`src/rtl/i2cs_pkg.sv`:
```
`timescale 1ns/1ps
package i2cs_pkg;
   localparam int BYTE_W = 8;
   localparam int ADDR_W = 7;
   localparam int CNT_W  = $clog2(BYTE_W + 1);

   typedef enum logic [2:0] {
      ST_IDLE,
      ST_ADDR,
      ST_AACK,
      ST_HOLD,
      ST_SHIFT,
      ST_MACK,
      ST_SKIP
   } slv_state_t;
endpackage

```
`src/rtl/i2cs_glitch_filter.sv`:
```
`timescale 1ns/1ps
module i2cs_glitch_filter #(
   parameter int SYNC_STAGES = 2,
   parameter int FILT_CYCLES = 3
) (
   input  logic clk,
   input  logic rst_n,
   input  logic line_i,
   output logic line_o
);
   initial assert (SYNC_STAGES >= 2) else $error("SYNC_STAGES must be at least 2");
   initial assert (FILT_CYCLES >= 0) else $error("FILT_CYCLES must not be negative");

   logic [SYNC_STAGES-1:0] sync_q;
   logic                   raw;

   always_ff @(posedge clk or negedge rst_n) begin
      if (!rst_n) sync_q <= '1;
      else        sync_q <= {sync_q[SYNC_STAGES-2:0], line_i};
   end
   assign raw = sync_q[SYNC_STAGES-1];

   generate
      if (FILT_CYCLES == 0) begin : g_bypass
         assign line_o = raw;
      end else begin : g_filt
         localparam int FCW = $clog2(FILT_CYCLES + 1);
         logic [FCW-1:0] cnt_q;
         logic           level_q;

         always_ff @(posedge clk or negedge rst_n) begin
            if (!rst_n) begin
               cnt_q   <= '0;
               level_q <= 1'b1;
            end else if (raw == level_q) begin
               cnt_q <= '0;
            end else if (cnt_q == FCW'(FILT_CYCLES - 1)) begin
               level_q <= raw;
               cnt_q   <= '0;
            end else begin
               cnt_q <= cnt_q + 1'b1;
            end
         end
         assign line_o = level_q;

         // the filtered level only moves after the raw level disagreed with it
         a_r11_filter_follows: assert property (@(posedge clk) disable iff (!rst_n)
            !$stable(level_q) |-> ($past(raw) != $past(level_q)));
      end
   endgenerate
endmodule

```
`src/rtl/i2cs_bus_events.sv`:
```
`timescale 1ns/1ps
module i2cs_bus_events (
   input  logic clk,
   input  logic rst_n,
   input  logic scl_f,
   input  logic sda_f,
   output logic scl_rise,
   output logic scl_fall,
   output logic start_ev,
   output logic stop_ev
);
   logic scl_prev, sda_prev;

   always_ff @(posedge clk or negedge rst_n) begin
      if (!rst_n) begin
         scl_prev <= 1'b1;
         sda_prev <= 1'b1;
      end else begin
         scl_prev <= scl_f;
         sda_prev <= sda_f;
      end
   end

   assign scl_rise = scl_f & ~scl_prev;
   assign scl_fall = ~scl_f & scl_prev;
   assign start_ev = scl_f & scl_prev & sda_prev & ~sda_f;
   assign stop_ev  = scl_f & scl_prev & ~sda_prev & sda_f;
endmodule

```
`src/rtl/i2cs_tx_engine.sv`:
```
`timescale 1ns/1ps
module i2cs_tx_engine
   import i2cs_pkg::*;
#(
   parameter logic [ADDR_W-1:0] SLAVE_ADDR = 7'h42
) (
   input  logic              clk,
   input  logic              rst_n,
   input  logic              scl_f,
   input  logic              sda_f,
   input  logic              scl_rise,
   input  logic              scl_fall,
   input  logic              start_ev,
   input  logic              stop_ev,
   input  logic              wr_buf,
   input  logic [BYTE_W-1:0] wr_data,
   input  logic              rel_set,
   input  logic              irq_clr,
   output logic              scl_pd,
   output logic              sda_pd,
   output logic [BYTE_W-1:0] buf_data,
   output logic              stat_rw,
   output logic              stat_full,
   output logic              rel,
   output logic              irq
);
   slv_state_t        state_q;
   logic [CNT_W-1:0]  cnt_q;
   logic [BYTE_W-1:0] rx_sh_q, tx_sh_q, buf_q;
   logic              rw_q, full_q, rel_q, irq_q, wr_seen_q, ack_q;

   always_ff @(posedge clk or negedge rst_n) begin
      if (!rst_n) begin
         state_q   <= ST_IDLE;
         cnt_q     <= '0;
         rx_sh_q   <= '0;
         tx_sh_q   <= '1;
         buf_q     <= '0;
         rw_q      <= 1'b0;
         full_q    <= 1'b0;
         rel_q     <= 1'b0;
         irq_q     <= 1'b0;
         wr_seen_q <= 1'b0;
         ack_q     <= 1'b0;
      end else begin
         if (irq_clr) irq_q <= 1'b0;
         if (stop_ev) begin
            state_q <= ST_IDLE;
            rw_q    <= 1'b0;
            rel_q   <= 1'b0;
         end else if (start_ev) begin
            state_q <= ST_ADDR;
            cnt_q   <= '0;
            rw_q    <= 1'b0;
            rel_q   <= 1'b0;
         end else begin
            unique case (state_q)
               ST_ADDR: begin
                  if (scl_rise) begin
                     rx_sh_q <= {rx_sh_q[BYTE_W-2:0], sda_f};
                     cnt_q   <= cnt_q + 1'b1;
                  end else if (scl_fall && cnt_q == CNT_W'(BYTE_W)) begin
                     if (rx_sh_q[BYTE_W-1:1] == SLAVE_ADDR && rx_sh_q[0]) begin
                        state_q <= ST_AACK;
                        rw_q    <= 1'b1;
                        buf_q   <= rx_sh_q;
                        full_q  <= 1'b1;
                     end else begin
                        state_q <= ST_SKIP;
                     end
                  end
               end
               ST_AACK: begin
                  if (scl_fall) begin
                     state_q   <= ST_HOLD;
                     irq_q     <= 1'b1;
                     cnt_q     <= '0;
                     wr_seen_q <= 1'b0;
                     rel_q     <= 1'b0;
                  end
               end
               ST_HOLD: begin
                  if (wr_buf) begin
                     buf_q     <= wr_data;
                     tx_sh_q   <= wr_data;
                     full_q    <= 1'b1;
                     wr_seen_q <= 1'b1;
                  end else if (rel_set && wr_seen_q) begin
                     rel_q   <= 1'b1;
                     state_q <= ST_SHIFT;
                  end
               end
               ST_SHIFT: begin
                  if (scl_fall) begin
                     if (cnt_q == CNT_W'(BYTE_W - 1)) begin
                        state_q <= ST_MACK;
                        full_q  <= 1'b0;
                     end else begin
                        tx_sh_q <= {tx_sh_q[BYTE_W-2:0], 1'b1};
                        cnt_q   <= cnt_q + 1'b1;
                     end
                  end
               end
               ST_MACK: begin
                  if (scl_rise) begin
                     ack_q <= ~sda_f;
                  end else if (scl_fall) begin
                     irq_q <= 1'b1;
                     rel_q <= 1'b0;
                     if (ack_q) begin
                        state_q   <= ST_HOLD;
                        cnt_q     <= '0;
                        wr_seen_q <= 1'b0;
                     end else begin
                        state_q <= ST_IDLE;
                        rw_q    <= 1'b0;
                     end
                  end
               end
               default: ;
            endcase
         end
      end
   end

   assign scl_pd    = (state_q == ST_HOLD);
   assign sda_pd    = (state_q == ST_AACK)
                    | ((state_q == ST_SHIFT) & ~tx_sh_q[BYTE_W-1])
                    | ((state_q == ST_HOLD) & wr_seen_q & ~tx_sh_q[BYTE_W-1]);
   assign buf_data  = buf_q;
   assign stat_rw   = rw_q;
   assign stat_full = full_q;
   assign rel       = rel_q;
   assign irq       = irq_q;

   // release bit only rises once the buffer was written in this hold
   a_r4_release_after_write: assert property (@(posedge clk) disable iff (!rst_n)
      $rose(rel_q) |-> $past(wr_seen_q));
   // a hold never starts with the release bit still set
   a_r3_hold_starts_unreleased: assert property (@(posedge clk) disable iff (!rst_n)
      $rose(scl_pd) |-> !rel_q);
   // SDA drive moves only while the filtered SCL is low
   a_r5_sda_moves_scl_low: assert property (@(posedge clk) disable iff (!rst_n)
      !$stable(sda_pd) |-> !scl_f);
   // interrupt rises only after a filtered SCL falling edge
   a_r6_irq_on_scl_fall: assert property (@(posedge clk) disable iff (!rst_n)
      $rose(irq_q) |-> $past(scl_fall));
   // buffer-full clears only at a filtered SCL falling edge
   a_r8_full_clears_on_fall: assert property (@(posedge clk) disable iff (!rst_n)
      $fell(full_q) |-> $past(scl_fall));
   // address acknowledge only with the read flag and full buffer
   a_r2_ack_has_flags: assert property (@(posedge clk) disable iff (!rst_n)
      (state_q == ST_AACK) |-> (rw_q && full_q));
endmodule

```
`src/rtl/i2c_read_slave.sv`:
```
`timescale 1ns/1ps
module i2c_read_slave
   import i2cs_pkg::*;
#(
   parameter logic [ADDR_W-1:0] SLAVE_ADDR  = 7'h42,
   parameter int                SYNC_STAGES = 2,
   parameter int                FILT_CYCLES = 3
) (
   input  logic              clk,
   input  logic              rst_n,
   input  logic              scl_i,
   input  logic              sda_i,
   output logic              scl_pd_o,
   output logic              sda_pd_o,
   input  logic              wr_buf_i,
   input  logic [BYTE_W-1:0] wr_data_i,
   input  logic              rel_set_i,
   input  logic              irq_clr_i,
   output logic [BYTE_W-1:0] buf_data_o,
   output logic              stat_rw_o,
   output logic              stat_full_o,
   output logic              rel_o,
   output logic              irq_o
);
   localparam int N_LINES = 2;

   logic [N_LINES-1:0] lines_raw, lines_f;
   logic scl_rise, scl_fall, start_ev, stop_ev;

   assign lines_raw = {sda_i, scl_i};

   for (genvar i = 0; i < N_LINES; i++) begin : g_line
      i2cs_glitch_filter #(
         .SYNC_STAGES(SYNC_STAGES),
         .FILT_CYCLES(FILT_CYCLES)
      ) u_filt (
         .clk    (clk),
         .rst_n  (rst_n),
         .line_i (lines_raw[i]),
         .line_o (lines_f[i])
      );
   end

   i2cs_bus_events u_events (
      .clk      (clk),
      .rst_n    (rst_n),
      .scl_f    (lines_f[0]),
      .sda_f    (lines_f[1]),
      .scl_rise (scl_rise),
      .scl_fall (scl_fall),
      .start_ev (start_ev),
      .stop_ev  (stop_ev)
   );

   i2cs_tx_engine #(
      .SLAVE_ADDR(SLAVE_ADDR)
   ) u_engine (
      .clk       (clk),
      .rst_n     (rst_n),
      .scl_f     (lines_f[0]),
      .sda_f     (lines_f[1]),
      .scl_rise  (scl_rise),
      .scl_fall  (scl_fall),
      .start_ev  (start_ev),
      .stop_ev   (stop_ev),
      .wr_buf    (wr_buf_i),
      .wr_data   (wr_data_i),
      .rel_set   (rel_set_i),
      .irq_clr   (irq_clr_i),
      .scl_pd    (scl_pd_o),
      .sda_pd    (sda_pd_o),
      .buf_data  (buf_data_o),
      .stat_rw   (stat_rw_o),
      .stat_full (stat_full_o),
      .rel       (rel_o),
      .irq       (irq_o)
   );
endmodule

```
`config.mk`:
```
export PLATFORM = sky130hd
export DESIGN_NAME = i2c_read_slave
export DESIGN_NICKNAME = d
export VERILOG_FILES = /design/src/rtl/i2cs_pkg.sv /design/src/rtl/i2cs_glitch_filter.sv /design/src/rtl/i2cs_bus_events.sv /design/src/rtl/i2cs_tx_engine.sv /design/src/rtl/i2c_read_slave.sv
export SDC_FILE = /design/constraint.sdc
export NUM_CORES = 1
export LEC_CHECK = 0
export ABC_AREA = 0
export CAP_MARGIN = 20
export CELL_PAD_IN_SITES_DETAIL_PLACEMENT = 0
export CELL_PAD_IN_SITES_GLOBAL_PLACEMENT = 1
export CORE_UTILIZATION = 49
export DETAILED_ROUTE_END_ITERATION = 16
export DONT_BUFFER_PORTS = 1
export GPL_TIMING_DRIVEN = 0
export PLACE_DENSITY_LB_ADDON = 0.05
export SLEW_MARGIN = 20
export SYNTH_ARGS = -nofsm -noshare
export SYNTH_HDL_FRONTEND = slang
export SYNTH_SLANG_ARGS = --single-unit
```
`constraint.sdc`:
```
create_clock -name clk -period 3.3 [get_ports clk]
set_clock_uncertainty 0.1 [all_clocks]
set_input_delay 0.165 -clock clk [delete_from_list [all_inputs] [get_ports clk]]
set_output_delay 0.165 -clock clk [all_outputs]
set_load 0.03 [all_outputs]
```
# --- After elaboration in Yosys (flattened, before gate mapping) ---
# Cells that the tools add are included.
# Widths: inputs -> output; s select.
word_totals:
  register_bits: 49
  input_bits: 15
  elab_cells: 173
op_classes:
  add_sub_neg: 3
  n_eq_ne: 41
  mux: 66
  n_bitwise: 21
  reduce_logical: 23
op_table:
  columns: ["op", "count"]
  rows:
  - ["$mux 8", 6]
  - ["$mux 3", 12]
  - ["$mux 4", 8]
  - ["$pmux 8 s2", 2]
  - ["$mux 1", 26]
  - ["$ne 4x3->1 const B", 6]
  - ["$reduce_and 9->1", 2]
  - ["$ne 2x1->1 const B", 8]
  - ["$pmux 4 s4", 1]
  - ["$pmux 3 s5", 1]
  - ["$reduce_and 7->1", 2]
  - ["$ne 3x2->1 const B", 4]
  - ["$ne 4x4->1 const B", 3]
  - ["$reduce_and 4->1", 3]
  - ["$and 1x1->1", 10]
  - ["$mux 2", 5]
  - ["$reduce_and 10->1", 1]
  - ["$reduce_bool 5->1", 2]
  - ["$ne 3x3->1 const B", 3]
  - ["$not 1->1", 9]
  - ["$pmux 1 s3", 3]
  - ["$reduce_and 8->1", 1]
  - ["$eq 7x7->1 const B", 1]
  - ["$reduce_bool 7->1", 1]
  - ["20 further kinds", 34]

# --- Logic depth before layout (Yosys ltp) ---
logic_depth:
  depth_word: 8
  depth_mapped: 9
  mapped_depth_nobuf: 7

# --- Cells and area by module ---
# From an unflattened synthesis, not the netlist that was laid out.
hier_totals:
  cells_unflattened: 244
  area_unflattened_um2: 2571.2
by_module_without_submodules:
  columns: ["module", "n_inst", "cells_each", "area_per_inst_um2", "seq_area_each_um2"]
  rows:
  - ["i2cs_tx_engine", 1, 218, 2128.3, 935.9]
  - ["i2cs_glitch_filter", 2, 10, 178.9, 128.9]
  - ["i2cs_bus_events", 1, 6, 85.1, 52.6]

# --- Worst setup path before layout ---
# No wires, ideal clock.
synth_timing:
  path_type: "flip-flop to flip-flop"
  from: "register u_events.scl_prev"
  to: "register u_engine.buf_q[1], in the netlist u_engine.buf_data[1]"
  arrival_ps: 2371
  required_time_ps: 3075
  path_slack_ps: 705
  stages_incl_launch_ff: 7
  path_buffers: 1
  synth_period_minus_slack_ps: 2595
  cell_sequence: "dfstp_2 > buf_6 > nand2b_4 > or3_1 > or3_4 > a2111oi_4 > mux2_2"
synth_between:
  elab_chain_len: 5
  word_cells_on_any_way: 14
synth_lines:
  columns: ["item", "line", "source"]
  rows:
  - ["from (decl)", "i2cs_bus_events.sv:12", "logic scl_prev, sda_prev;"]
  - ["from (signal assigned)", "i2cs_bus_events.sv:19", "scl_prev <= scl_f;"]
  - ["$and 1x1->1", "i2cs_bus_events.sv:26, i2cs_bus_events.sv:27", null]
  - ["$and 1x1->1 (on tied branches) (2 in series)", "i2cs_bus_events.sv:27, i2cs_bus_events.sv:26", null]
  - ["$not 1->1 (no source line)", null, null]
  - ["$reduce_and 7->1 (no source line) (*)", null, null]
  - ["to (signal assigned)", "i2cs_tx_engine.sv:66", "buf_q <= rx_sh_q;"]
  - ["to (signal assigned)", "i2cs_tx_engine.sv:84", "buf_q <= wr_data;"]
  - ["to (decl)", "i2cs_tx_engine.sv:29", "logic [BYTE_W-1:0] rx_sh_q, tx_sh_q, buf_q;"]
# Every way passes the cells marked *; elsewhere a longest branch is shown, timed or not.
# A chain may end at the register's enable or synchronous reset.

# --- Final worst setup path ---
layout_timing:
  from: "register u_events.scl_prev"
  to: "register u_engine.buf_q[2], in the netlist u_engine.buf_data[2]"
# The elaborated chain is that of the path after synthesis.

==> Implementation_results.wiki <==
{| class="wikitable"
! Metric !! Value
|-
| Outcome || complete, no violations
|-
| Final Hold Violating Endpoints || 0
|-
| Per-cell routed wire length || 15.4 µm
|-
| CP required || 3390 ps
|-
| Register-to-Register Path Depth || 6
|-
| Number of logic stages on the critical path including buffering || 6
|-
| Critical Path Sink || u_engine.buf_data[2]$_DFFE_PN0P_
|-
| Synthesized net count || 272
|-
| Port Buf Inserts || 0
|-
| Starting DRT DRC Count || 106
|-
| Total I/O pin count || 29
|-
| Highest-delay cell along the critical path || sky130_fd_sc_hd__a2111oi_4
|-
| Worst Path Arrival || 2990 ps
|-
| Via count normalized by instance count || 5.51
|-
| Horizontal die dimension || 73.5 µm
|-
| Crit path buf inv count || 1
|-
| Latest clock arrival within the worst-skew pair || 300 ps
|-
| Pins Over Slew Limit || 0
|-
| Period minus WS final || 2900 ps
|-
| Avg Cell Area, Syn || 9.82 µm²
|-
| Overall global routing resource usage || 0.226
|-
| First-pass GRT wire length || 9290 µm
|-
| Synth Register Bits || 49
|-
| LEAKAGE || 1.21 nW
|-
| Share of the clock period used by the worst path || 0.878
|-
| Smallest hold slack || 6.00 ps
|-
| Power density over cell area || 937 nW/µm²
|-
| Diode count || 0
|-
| Global route total overflow || 0
|-
| Clock tree from TritonCTS || yes
|-
| Vias in the first global route || 1,897
|-
| Gate Count Post-Synth || 255
|-
| Number of remaining DRC errors || 0
|-
| Worst-path maximum fanout || 10
|-
| End of the worst register-to-register path || u_engine.buf_data[2]$_DFFE_PN0P_
|-
| DIE AREA || 5400 µm²
|-
| Number of CTS-inserted buffers || 5
|-
| Slew of the pin with the lowest slew margin || 1010 ps
|-
| Worst setup SP type || flip-flop
|-
| Count of cells resized by post-cts repair || 0
|-
| Reg2Reg Launch Point || u_events.scl_prev$_DFF_PN1_
|-
| Setup bufs post-CTS || 0
|-
| Unrepaired setup endpoints after global routing || false
|-
| Sequential fraction of the synthesis area || 0.498
|-
| Root Buffer || sky130_fd_sc_hd__clkbuf_8
|-
| Standard cell core area || 4820 µm²
|-
| Number of nets in the final layout || 293
|-
| Worst min path class || in2reg
|-
| Proportion of synthesized flip-flops having asynchronous set or reset || 1.00
|-
| Reg2Reg Setup Slack || 400 ps
|-
| DR pass1 iterations || 4
|-
| Clock tree buffer depth || 2
|-
| Slew Limit Headroom || 0.321
|-
| Layout cell share with drive strength beyond 1 || 0.191
|-
| Final weighted congestion of routability-driven global placement || 0.863
|-
| Critical setup path kind || reg2reg
|-
| CP peak stage delay || 730 ps
|-
| Clock transition at the registers of the reported paths || 90 ps
|-
| H-tree lvl count || 2
|-
| Launch point of the worst path || u_events.scl_prev$_DFF_PN1_
|-
| Maximum number of pins on one net before global-route repair || 50
|-
| Area growth from synthesis to layout || 13.7%
|-
| Starting density of the core || 0.520
|-
| Routed wire length || 5280 µm
|-
| Finish-stage setup viols || 0
|-
| Count of vias placed by the detailed router || 1,896
|-
| Number of flops mapped to enable cells by yosys || 0
|-
| Count of standard-cell rows || 25
|-
| Post-DRT Antenna Nets || 0
|-
| # Max-Cap Violations || 0
|-
| Achievable Freq || 0.345 GHz
|-
| Top Family by Delay on Critical Path || simple AND/OR/NAND/NOR gates
|-
| Peak supply drop || 0.000420 V
|-
| Type of element capturing the critical path || flip-flop
|-
| Ordered list of cells on the worst path || buf_6, nand2b_4, or3_1, or3_4, a2111oi_4, mux2_2
|-
| Cell Area, Synth || 2500 µm²
|-
| Die Y || 73.5 µm
|-
| TritonCTS Sinks || 49
|-
| Number of antenna violations at the first check in global routing || 0
|-
| Leading register cell type out of synthesis || sky130_fd_sc_hd__dfrtp_1
|-
| Cell variety after synth || 48
|-
| Final setup TNS || 0 ps
|-
| Post-detail-place hpwl || 3800 µm
|-
| Yosys warnings || 0
|}
## worst register-to-register path: cells and delay by family, from the launching register on
family	cells	cell delay, ps
AND/OR/NAND/NOR	3	890
AO/OA/AOI/OAI	1	730
flip-flops	1	530
multiplexers	1	410
buffers and inverters	1	130
## synthesized netlist by cell type, types with 5 or more instances
library cell | instances | area (µm²)
sky130_fd_sc_hd__clkbuf_1 | 8 | 30.0
sky130_fd_sc_hd__dfrtp_1 | 33 | 826
sky130_fd_sc_hd__nor2b_1 | 7 | 43.8
sky130_fd_sc_hd__nand3_1 | 7 | 35.0
sky130_fd_sc_hd__a21oi_1 | 13 | 65.1
sky130_fd_sc_hd__inv_1 | 9 | 33.8
sky130_fd_sc_hd__dfstp_2 | 16 | 420
sky130_fd_sc_hd__a31oi_1 | 9 | 56.3
sky130_fd_sc_hd__o21ai_0 | 11 | 55.1
sky130_fd_sc_hd__nor3_1 | 6 | 30.0
sky130_fd_sc_hd__nand2_1 | 47 | 176
sky130_fd_sc_hd__nor2_1 | 15 | 56.3
sky130_fd_sc_hd__mux2_2 | 18 | 203
sky130_fd_sc_hd__nor3b_1 | 5 | 37.5
## cell families (layout without fill, tap and decap cells)
logic type      after synthesis  count (layout)  synth area share
mux                          19              19            0.0850
compound gates               54              54             0.144
simple gates                107             107             0.217
fa+ha+maj                     2               2           0.00999
xor+xnor                      3               3            0.0105
buf+inv                      21              43            0.0355
flops                        49              49             0.498
## routing by layer
metal | global-route usage | vias to the layer above | share of wire
li1 | - | 946 | -
met1 | 0.310 | 912 | 0.49
met2 | 0.367 | 33 | 0.47
met3 | 0.0439 | 5 | 0.034
met4 | 0.0620 | 0 | 0.0097
met5 | 0 | - | 0
## repair_timing
action,CTS,global route
hold buffers,14,0
endpoints found under the setup margin,0,0
hold endpoints to repair,63,0
## cells in the final DEF (no fill, tap or decap), types with 2 or more instances in the layout
master,count
sky130_fd_sc_hd__a211oi_1,2
sky130_fd_sc_hd__a21oi_1,13
sky130_fd_sc_hd__a2bb2oi_1,2
sky130_fd_sc_hd__a311oi_1,2
sky130_fd_sc_hd__a31oi_1,9
sky130_fd_sc_hd__and3b_1,3
sky130_fd_sc_hd__buf_2,2
sky130_fd_sc_hd__clkbuf_1,8
sky130_fd_sc_hd__clkbuf_8,6
sky130_fd_sc_hd__dfrtp_1,33
sky130_fd_sc_hd__dfstp_2,16
sky130_fd_sc_hd__dlygate4sd3_1,13
sky130_fd_sc_hd__ha_1,2
sky130_fd_sc_hd__inv_1,9
sky130_fd_sc_hd__mux2_2,18
sky130_fd_sc_hd__nand2_1,47
sky130_fd_sc_hd__nand2b_1,3
sky130_fd_sc_hd__nand3_1,7
sky130_fd_sc_hd__nor2_1,15
sky130_fd_sc_hd__nor2b_1,7
sky130_fd_sc_hd__nor3_1,6
sky130_fd_sc_hd__nor3b_1,4
sky130_fd_sc_hd__o211ai_1,2
sky130_fd_sc_hd__o21ai_0,11
sky130_fd_sc_hd__o22ai_1,4
sky130_fd_sc_hd__or3_1,2
sky130_fd_sc_hd__or3b_2,2
sky130_fd_sc_hd__xnor2_1,3
## how the worst min path moves through the flow
stage               slack, ps  depth (start not counted)                                          to          from
floorplan                -230                          0  g_line[0].u_filt.g_filt.cnt_q[0]$_DFF_PN0_         rst_n
global placement         -230                          0  g_line[0].u_filt.g_filt.cnt_q[1]$_DFF_PN0_         rst_n
detailed placement       -230                          0  g_line[0].u_filt.g_filt.cnt_q[0]$_DFF_PN0_         rst_n
CTS                         4                          3            u_engine.buf_data[2]$_DFFE_PN0P_  wr_data_i[2]
global route               10                          3            u_engine.buf_data[1]$_DFFE_PN0P_  wr_data_i[1]
finish                      6                          3            u_engine.buf_data[5]$_DFFE_PN0P_  wr_data_i[5]
## cell type report
type	count	area [µm²]
fillers	453	1970
flip-flops and latches	49	1250
multi-input cells	185	1170
repair buffers	14	158
well taps	67	83.8
clock buffers	6	82.6
plain buffers	12	55.1
inverters	9	33.8
clock inverters	2	13.8
## flip-flops by register name, summed over array words and instances, names as in the netlist, 2 cells and up
register	flops
u_engine.state_q	3
g_line.u_filt.g_filt.cnt_q	4
u_engine.cnt_q	4
u_engine.rx_sh_q	8
g_line.u_filt.line_o	2
u_engine.buf_data	8
g_line.u_filt.sync_q	4
u_engine.tx_sh_q	8
## report_power, final
| group | leakage, nW | total (mW) | internal [mW] | switching (mW) |
|---|---|---|---|---|
| logic | 0.565 | 1.12 | 0.466 | 0.651 |
| registers | 0.591 | 1.18 | 0.875 | 0.307 |
| clock network | 0.0512 | 0.367 | 0.170 | 0.197 |
| total | 1.21 | 2.67 | 1.51 | 1.15 |
## through the flow
stage | util | std cells | total power [mW] | setup slack [ps] | cell area (µm²)
floorplan | - | 255 | 2.03 | 705 | 2500
global placement | 0.537 | 322 | 2.28 | 353 | 2590
detailed placement | 0.538 | 322 | 2.28 | 410 | 2590
CTS | 0.591 | 344 | 2.68 | 396 | 2850
global route | 0.591 | 344 | 2.90 | 301 | 2850
finish | 0.591 | 344 | 2.67 | 402 | 2850
No activity file was read; power rests on OpenSTA's default activity.
